[src/rtl/ipc_pkg.sv]
package ipc_pkg;
  parameter int unsigned PRIO_W = 8;
  parameter int unsigned SRC_W  = 24;
  localparam int unsigned WORD_W = PRIO_W + SRC_W;

  typedef logic [PRIO_W-1:0] prio_t;
  typedef logic [SRC_W-1:0]  src_t;

  localparam prio_t PRIO_NONE = '1;

  // a is strictly more favoured than b (smaller number wins)
  function automatic logic favours(prio_t a, prio_t b);
    return a < b;
  endfunction

  // an offer at priority inc beats the processor mask and any pending one
  function automatic logic wins(prio_t inc, prio_t cppr, logic busy, prio_t pend);
    return favours(inc, cppr) && (!busy || favours(inc, pend));
  endfunction
endpackage

[src/rtl/ipc_accept_arb.sv]
module ipc_accept_arb
  import ipc_pkg::*;
(
  input  logic  dlv_valid,
  input  src_t  dlv_src,
  input  prio_t dlv_prio,
  input  logic  sw_busy,
  input  prio_t cppr,
  input  logic  busy,
  input  prio_t pend_prio,
  output logic  take,
  output logic  refuse
);
  logic live;

  always_comb begin
    live   = dlv_valid && (dlv_src != '0);
    take   = live && !sw_busy && wins(dlv_prio, cppr, busy, pend_prio);
    refuse = live && !take;
  end
endmodule

[src/rtl/ipc_ipi_eval.sv]
module ipc_ipi_eval
  import ipc_pkg::*;
#(
  parameter int unsigned IPI_SRC = 2
) (
  input  logic  en,
  input  prio_t mfrr,
  input  prio_t cppr,
  input  logic  busy,
  input  src_t  pend_src,
  input  prio_t pend_prio,
  input  logic  allow_displace,
  output logic  present,
  output logic  displace
);
  localparam src_t IpiSrc = src_t'(IPI_SRC);
  logic pend_is_ipi;

  always_comb begin
    pend_is_ipi = (pend_src == IpiSrc);
    present  = en && wins(mfrr, cppr, busy, pend_prio)
               && (!busy || pend_is_ipi || allow_displace);
    displace = present && busy && !pend_is_ipi;
  end
endmodule

[src/rtl/ipc_presenter.sv]
module ipc_presenter
  import ipc_pkg::*;
#(
  parameter int unsigned IPI_SRC = 2
) (
  input  logic                clk,
  input  logic                rst_n,
  input  logic                dlv_valid,
  input  logic [SRC_W-1:0]    dlv_src,
  input  logic [PRIO_W-1:0]   dlv_prio,
  input  logic                ack_rd,
  input  logic                eoi_wr,
  input  logic [PRIO_W-1:0]   eoi_prio,
  input  logic                ipi_wr,
  input  logic [PRIO_W-1:0]   ipi_prio,
  output logic [WORD_W-1:0]   pend_word,
  output logic                irq_out,
  output logic                rej_valid,
  output logic [SRC_W-1:0]    rej_src
);
  localparam src_t IpiSrc = src_t'(IPI_SRC);

  prio_t cppr_q, pprio_q, mfrr_q;
  src_t  xsrc_q;

  // named internal events (observed by the checker)
  logic  busy_w, sw_busy_w, op_ack_w, op_eoi_w, op_ipi_w, eval_en_w;
  logic  take_w, refuse_w, ipi_take_w, ipi_disp_w, allow_disp_w;
  prio_t mfrr_next_w, cppr_eval_w;

  always_comb begin
    busy_w       = (xsrc_q != '0);
    sw_busy_w    = ack_rd || eoi_wr || ipi_wr;
    op_ack_w     = ack_rd;
    op_eoi_w     = eoi_wr && !ack_rd;
    op_ipi_w     = ipi_wr && !ack_rd && !eoi_wr;
    eval_en_w    = op_eoi_w || op_ipi_w;
    mfrr_next_w  = op_ipi_w ? ipi_prio : mfrr_q;
    cppr_eval_w  = op_eoi_w ? eoi_prio : cppr_q;
    allow_disp_w = !(dlv_valid && (dlv_src != '0));
  end

  ipc_accept_arb u_arb (
    .dlv_valid (dlv_valid),
    .dlv_src   (dlv_src),
    .dlv_prio  (dlv_prio),
    .sw_busy   (sw_busy_w),
    .cppr      (cppr_q),
    .busy      (busy_w),
    .pend_prio (pprio_q),
    .take      (take_w),
    .refuse    (refuse_w)
  );

  ipc_ipi_eval #(.IPI_SRC(IPI_SRC)) u_ipi (
    .en             (eval_en_w),
    .mfrr           (mfrr_next_w),
    .cppr           (cppr_eval_w),
    .busy           (busy_w),
    .pend_src       (xsrc_q),
    .pend_prio      (pprio_q),
    .allow_displace (allow_disp_w),
    .present        (ipi_take_w),
    .displace       (ipi_disp_w)
  );

  always_ff @(posedge clk) begin
    if (!rst_n) begin
      cppr_q    <= '0;
      pprio_q   <= PRIO_NONE;
      mfrr_q    <= PRIO_NONE;
      xsrc_q    <= '0;
      irq_out   <= 1'b0;
      rej_valid <= 1'b0;
      rej_src   <= '0;
    end else begin
      rej_valid <= 1'b0;
      if (op_ack_w) begin
        if (busy_w) begin
          cppr_q  <= pprio_q;
          xsrc_q  <= '0;
          pprio_q <= PRIO_NONE;
          irq_out <= 1'b0;
        end
      end else if (eval_en_w) begin
        cppr_q <= cppr_eval_w;
        mfrr_q <= mfrr_next_w;
        if (ipi_take_w) begin
          if (ipi_disp_w) begin
            rej_valid <= 1'b1;
            rej_src   <= xsrc_q;
          end
          xsrc_q  <= IpiSrc;
          pprio_q <= mfrr_next_w;
          irq_out <= 1'b1;
        end
      end else if (take_w) begin
        if (busy_w && (xsrc_q != IpiSrc)) begin
          rej_valid <= 1'b1;
          rej_src   <= xsrc_q;
        end
        xsrc_q  <= dlv_src;
        pprio_q <= dlv_prio;
        irq_out <= 1'b1;
      end
      // a refusal never coincides with a displacement (see allow_disp_w)
      if (refuse_w) begin
        rej_valid <= 1'b1;
        rej_src   <= dlv_src;
      end
    end
  end

  assign pend_word = {cppr_q, xsrc_q};
endmodule

[config.mk]
export PLATFORM = sky130hd
export DESIGN_NAME = ipc_presenter
export DESIGN_NICKNAME = d
export VERILOG_FILES = /design/src/rtl/ipc_pkg.sv /design/src/rtl/ipc_accept_arb.sv /design/src/rtl/ipc_ipi_eval.sv /design/src/rtl/ipc_presenter.sv
export SDC_FILE = /design/constraint.sdc
export NUM_CORES = 1
export LEC_CHECK = 0
export BUFFER_PORTS_ARGS = -buffer_cell sky130_fd_sc_hd__buf_4
export CELL_PAD_IN_SITES_DETAIL_PLACEMENT = 1
export CELL_PAD_IN_SITES_GLOBAL_PLACEMENT = 2
export CORE_UTILIZATION = 31
export CTS_CLUSTER_SIZE = 40
export DETAILED_ROUTE_END_ITERATION = 12
export PLACE_DENSITY_LB_ADDON = 0.1
export SLEW_MARGIN = 20
export SYNTH_ARGS = -nofsm -noshare
export SYNTH_HDL_FRONTEND = slang
export SYNTH_SLANG_ARGS = --single-unit
[constraint.sdc]
create_clock -name clk -period 4.9 [get_ports clk]
set_clock_uncertainty 0.05 [all_clocks]
set_input_delay 0.735 -clock clk [delete_from_list [all_inputs] [get_ports clk]]
set_output_delay 0.735 -clock clk [all_outputs]
set_load 0.01 [all_outputs]
==> metrics.cfg, run 1 <==
[outcome]
status=finished clean

[place]
pre_cts_ws_ns=0.370
io_buffers=111
hpwlAfterDp_um=10100
place_inst=726
gp_congestion=0.804
place_area_mm2=0.00505

[logic_synthesis]
ys.flop_type=dfxtp_1
yosysWarnings=0
synth_edf_count=0
ys_types=45
synthesis.nets=542
synth_area_per_cell_um2=8.77
netlist_area_mm2=0.00404
async_flop_share_pct=0
syn_inst=460
ys_seq_area_share_pct=36.7
synth.ff_latch_count=74

[cts]
cts-hold-fix-buffers=0
h-tree-depth=3
clock_sinks=74
cts_max_path_buffers=2
post-cts-setup-buffers=0
cts_root_buffer=clkbuf_16
clkTransAtPathRegs_ns=0.06
post_cts_resize_count=0
cts_buffers=9
clock_latency_ns=0.35
cts_tree=yes

[routing]
ant_nets=0
drt_wl_total_um=13400
num_vias=3797
viasPerCell=5.12
first_pass_iters=4
drc=0
first_iter_violations=139
wire_per_inst_um=18.0

[floorplan]
die_area_mm2=0.0135
die_h_um=116
io_pins=112
row_count=41
start_util_pct=31.8
coreArea_mm2=0.0127
die_w_um=116

[timing]
rsz0062_at_grt=false
fmax_mhz=239
hold_viol_final=0
tns_ns=0
timing.hold.ws_ns=0.451
setup_ws_ns=0.718
max_slew.worst_pin.slew_ns=0.984
slew_headroom_pct=34.3
finalCritPeriodShare_pct=85.3
finalSetupViolations=0
finalMaxSlewViolations=0
min_period_ns=4.18

[hold_path]
min_path_type=register to register
whs_path_depth=2
hold_end=xsrc_q[7]$_SDFFE_PN0P_
hp-start=xsrc_q[7]$_SDFFE_PN0P_

[final_layout]
stdcell_area_mm2=0.00536
layout-drive-gt1-share_pct=25.3
final_core_util_pct=42.3
final_cell_count_no_fill=741
synthToLayoutAreaGrowth_pct=32.7
nets=647
antenna_cells=0

[power]
power_leakage_nw=2.50
irDropWorstVdd_mv=0.128
p_per_area_mw_per_mm2=347
finalPower_mw=1.86

[setup_path]
reg2reg_from=cppr_q[5]$_SDFFE_PN0P_
worstSetupEndpointType=register
crit_type=primary input to register
r2r_end=xsrc_q[22]$_SDFFE_PN0P_
startpoint=ack_rd
reg2reg_depth=11
rrSetupSlack_ns=1.46
cp-start-kind=primary input
worstPathRequired_ns=5.10
arrival_ns=4.39
worst-path-max-fanout=24

[grt]
grt_max_degree=37
antenna_found_initial=0
grt_pass1_wl_um=20800
grt_pass1_vias=3741
track_usage_pct=20.8
overflow=0

[run]
drv_cap=0

==> cells in the mapped netlist, drive strengths merged (3+ instances only) <==
library cell	n	area (µm²)
a211oi	4	30.0
a21oi	25	125
a311o	8	80.1
buf	9	73.8
clkbuf	19	71.3
dfxtp	74	1480
ha	28	350
inv	28	105
mux2i	63	631
nand2	83	314
nand4	5	31.3
nor2	21	78.8
nor3	5	25.0
nor4	11	68.8
o211ai	3	27.5
o21ai	22	110
o2bb2ai	24	210
==> power breakdown <==
| group | leakage (nW) | total, mW | switching, mW | internal [mW] |
|---|---|---|---|---|
| Combinational | 1.74 | 0.494 | 0.276 | 0.218 |
| Sequential | 0.606 | 0.677 | 0.0306 | 0.647 |
| Clock | 0.148 | 0.689 | 0.270 | 0.419 |
| Total | 2.50 | 1.86 | 0.576 | 1.28 |
==> kinds of logic after synthesis <==
group / count (synthesis) / synth area share (%)
muxes: 65 / 16.2
buffers and inverters: 56 / 6.20
adders and majority gates: 28 / 8.68
DFF: 74 / 36.7
and+or+nand+nor: 136 / 14.8
AOI/OAI and AO/OA: 101 / 17.4
==> sequential cells by signal, indices dropped and copies added (netlist names) <==
name	count
rej_src	24
xsrc_q	24
cppr_q	8
mfrr_q	8
pprio_q	8
irq_out	1
rej_valid	1
==> worst max-delay path by stage <==
stage,endpoint,slack [ns]
after CTS,xsrc_q[22]$_SDFFE_PN0P_,0.74
after floorplan,rej_src[13]$_SDFFE_PN0P_,1.23
after global placement,rej_src[16]$_SDFFE_PN0P_,0.46
after detailed placement,xsrc_q[22]$_SDFFE_PN0P_,0.37
final,xsrc_q[22]$_SDFFE_PN0P_,0.72
after global routing,xsrc_q[21]$_SDFFE_PN0P_,0.40
==> final cells by class <==
type / count / area [µm²]
flip-flops and latches: 74 / 1480
clock inverters: 4 / 51.3
repair buffers: 122 / 936
clock buffers: 11 / 253
well taps: 172 / 215
fillers: 1541 / 7310
inverters: 28 / 105
multi-input cells: 330 / 2310
==> worst max-delay path, cell delays in order <==
cell and delay [ns]:
buf_4 0.19, nor3b_2 0.39, mux2i_1 0.44, inv_1 0.12
ha_1 0.31, a21oi_1 0.15, nor2_1 0.06, a2111oi_0 0.55
nand3_1 0.18, o21ai_1 0.12, a221o_1 0.29, nand2_2 0.48
mux2i_1 0.34
==> cells in the final DEF (no fill, tap or decap), types with 2 or more instances in the layout <==
cell / Yosys / routed
nand4_1: 5 / 5
o21a_1: 2 / 2
a21boi_0: 2 / 2
nand3_1: 2 / 2
nor4_1: 11 / 11
buf_4: 4 / 121
clkbuf_16: 0 / 9
o211ai_1: 2 / 2
mux2i_1: 63 / 63
dfxtp_1: 74 / 74
clkbuf_8: 0 / 2
ha_1: 28 / 28
nor3_1: 5 / 5
a21oi_1: 25 / 25
nor2_1: 21 / 20
a211oi_1: 4 / 4
nand2_1: 82 / 82
o2bb2ai_1: 24 / 24
o21ai_0: 21 / 21
a311o_1: 8 / 8
inv_1: 28 / 28
a31oi_1: 2 / 2
or2_2: 2 / 2
==> metal layers <==
layer,vias to the layer above,GRT usage [%],part of all wire (%)
li1,1860,-,-
met1,1838,31.0,53
met2,89,30.2,42
met3,10,3.22,3.9
met4,0,7.18,1.3
met5,-,0,0
(Power assumes the default switching activity.)
==> run 2: changes to the inputs <==
--- a/config.mk
+++ b/config.mk
@@ -8,9 +8,11 @@
 export BUFFER_PORTS_ARGS = -buffer_cell sky130_fd_sc_hd__buf_4
 export CELL_PAD_IN_SITES_DETAIL_PLACEMENT = 1
 export CELL_PAD_IN_SITES_GLOBAL_PLACEMENT = 2
+export CORE_MARGIN = 10
 export CORE_UTILIZATION = 31
 export CTS_CLUSTER_SIZE = 40
 export DETAILED_ROUTE_END_ITERATION = 12
+export MAX_ROUTING_LAYER = met4
 export PLACE_DENSITY_LB_ADDON = 0.1
 export SLEW_MARGIN = 20
 export SYNTH_ARGS = -nofsm -noshare
==> run 2 against run 1 <==
Effect of this change:
- sequential cell count did not move
- final area fell by 0.44%
- worst setup slack got worse by 0.19 ns
- fmax fell by 4.4%
- wire length rose by 8.6%
- final cell count did not move
- power fell by 2.8%
- clock power fell by 8.6%
- count of clock-buffer cells in the layout did not move
- largest cell class unchanged
==> metrics.cfg, run 2 (synthesis results as in run 1) <==
[final_layout]
stdcell_area_mm2=0.00533  ; -0.44%
layout-drive-gt1-share_pct=25.3  ; unchanged
layout_common_cells=buf_4 (121), nand2_1 (82), dfxtp_1 (74)
final_cell_count_no_fill=741  ; unchanged
layout_commonest_cell=buf_4
antenna_cells=0  ; unchanged
synthToLayoutAreaGrowth_pct=32.2
fillCellCount=1506  ; -2.3%
layout_top_registers=rej_src: 24 flops, xsrc_q: 24 flops
nets=647  ; unchanged

[cts]
clkTransAtPathRegs_ns=0.06  ; about the same
h-tree-depth=3  ; unchanged
post-cts-setup-buffers=0  ; unchanged
cts_max_path_buffers=2  ; unchanged
post_cts_resize_count=0  ; unchanged
clock_latency_ns=0.34  ; about the same
cts_root_buffer=clkbuf_16
cts_tree=yes
clock_sinks=74  ; unchanged
cts_buffers=9  ; unchanged
cts-hold-fix-buffers=0  ; unchanged

[floorplan]
die_w_um=134  ; +16%
row_count=41  ; unchanged
start_util_pct=31.8  ; unchanged
coreArea_mm2=0.0127  ; unchanged
die_h_um=134  ; +16%
die_area_mm2=0.0180  ; +33%
io_pins=112  ; unchanged

[timing]
rsz0062_at_grt=false
max_slew.worst_pin.slew_ns=0.973  ; -0.0111 ns
setup_ws_ns=0.526  ; -0.193 ns
finalMaxSlewViolations=0  ; unchanged
finalSetupViolations=0  ; unchanged
slew_headroom_pct=35.0  ; +0.74 points
tns_ns=0  ; unchanged
fmax_mhz=229  ; -4.4%
finalCritPeriodShare_pct=89.3  ; +3.9 points
min_period_ns=4.37  ; +0.193 ns
hold_viol_final=0  ; unchanged

[grt]
grt_pass1_vias=4027  ; +7.6%
antenna_found_initial=0  ; unchanged
grt_pass1_wl_um=23100  ; +11%
track_usage_pct=16.6  ; -4.2 points
overflow=0  ; unchanged
grt_max_degree=37  ; unchanged

[place]
io_buffers=111  ; unchanged
place_inst=726  ; unchanged
gp_congestion=0.831  ; +3.3%
pre_cts_ws_ns=0.261  ; -0.109 ns
place_area_mm2=0.00505  ; unchanged
hpwlAfterDp_um=11300  ; +12%

[routing]
viasPerCell=5.12  ; -0.13%
drt_wl_total_um=14500  ; +8.6%
ant_nets=0  ; unchanged
wire_per_inst_um=19.6  ; +8.6%
num_vias=3792  ; -0.13%
drc=0  ; unchanged
first_iter_violations=190  ; +37%
first_pass_iters=4  ; unchanged

[hold_path]
hp-start=xsrc_q[7]$_SDFFE_PN0P_
whs_path_depth=2  ; unchanged
min_path_type=register to register

[setup_path]
worst-path-max-fanout=24  ; unchanged
arrival_ns=4.57  ; +0.18 ns
worstSetupEndpointType=register
startpoint=ack_rd
cp-start-kind=primary input
reg2reg_from=mfrr_q[5]$_SDFFE_PN1P_
reg2reg_depth=11  ; unchanged
crit_type=primary input to register
worstPathRequired_ns=5.10  ; about the same

[power]
power_leakage_nw=2.49  ; -0.25%
p_per_area_mw_per_mm2=339  ; -2.4%
irDropWorstVdd_mv=0.129  ; +0.48%

[outcome]
status=finished clean

[run]
drv_cap=0  ; unchanged

[run 2: final timing paths]
| path | to | slack (ns) |
|---|---|---|
| max reg2reg | xsrc_q[2]$_SDFFE_PN0P_ | 1.34 |
| min | xsrc_q[7]$_SDFFE_PN0P_ | 0.46 |
| min reg2reg | xsrc_q[7]$_SDFFE_PN0P_ | 0.46 |
| max | xsrc_q[2]$_SDFFE_PN0P_ | 0.53 |
[run 2: final cells by class]
type,count,area (µm²),share of cell area (%)
multi-input combinational,330,2310,43.4
tap,172,215,4.04
clock buffer,11,253,4.74
sequential,74,1480,27.8
timing repair buffer,122,936,17.6
clock inverter,4,27.5,0.516
inverter,28,105,1.97
[run 2: power breakdown]
group	switching [mW]	internal [mW]	leakage (nW)	total, mW
clock	0.263	0.368	0.141	0.630
combinational	0.282	0.219	1.74	0.501
sequential	0.0307	0.647	0.606	0.677
[run 2: through the flow]
stage | utilization (%) | power, mW | hold WS (ns)
final | 42.1 | 1.81 | 0.456
after global placement | 39.7 | 1.18 | 0.437
after CTS | 42.1 | 1.83 | 0.460
after floorplan | - | 0.992 | 0.409
after detailed placement | 39.9 | 1.19 | 0.451
after global routing | 42.1 | 1.91 | 0.479
[run 2: worst max-delay path: stages]
cell and delay [ns]:
buf_4 0.19, nor3b_2 0.39, mux2i_1 0.44, inv_1 0.12, ha_1 0.32, a21oi_1 0.17
nor2_1 0.07, a2111oi_0 0.54, nand3_1 0.19, o21ai_1 0.12, a221o_1 0.40, nand2_2 0.54
mux2i_1 0.34
[run 2: metal layers]
layer	routed length [µm]	vias to the layer above	global-route usage (%)
li1	-	1871	-
met3	612	11	2.91
met5	0	-	-
met4	129	0	4.53
met2	6060	85	23.4
met1	7710	1825	23.5
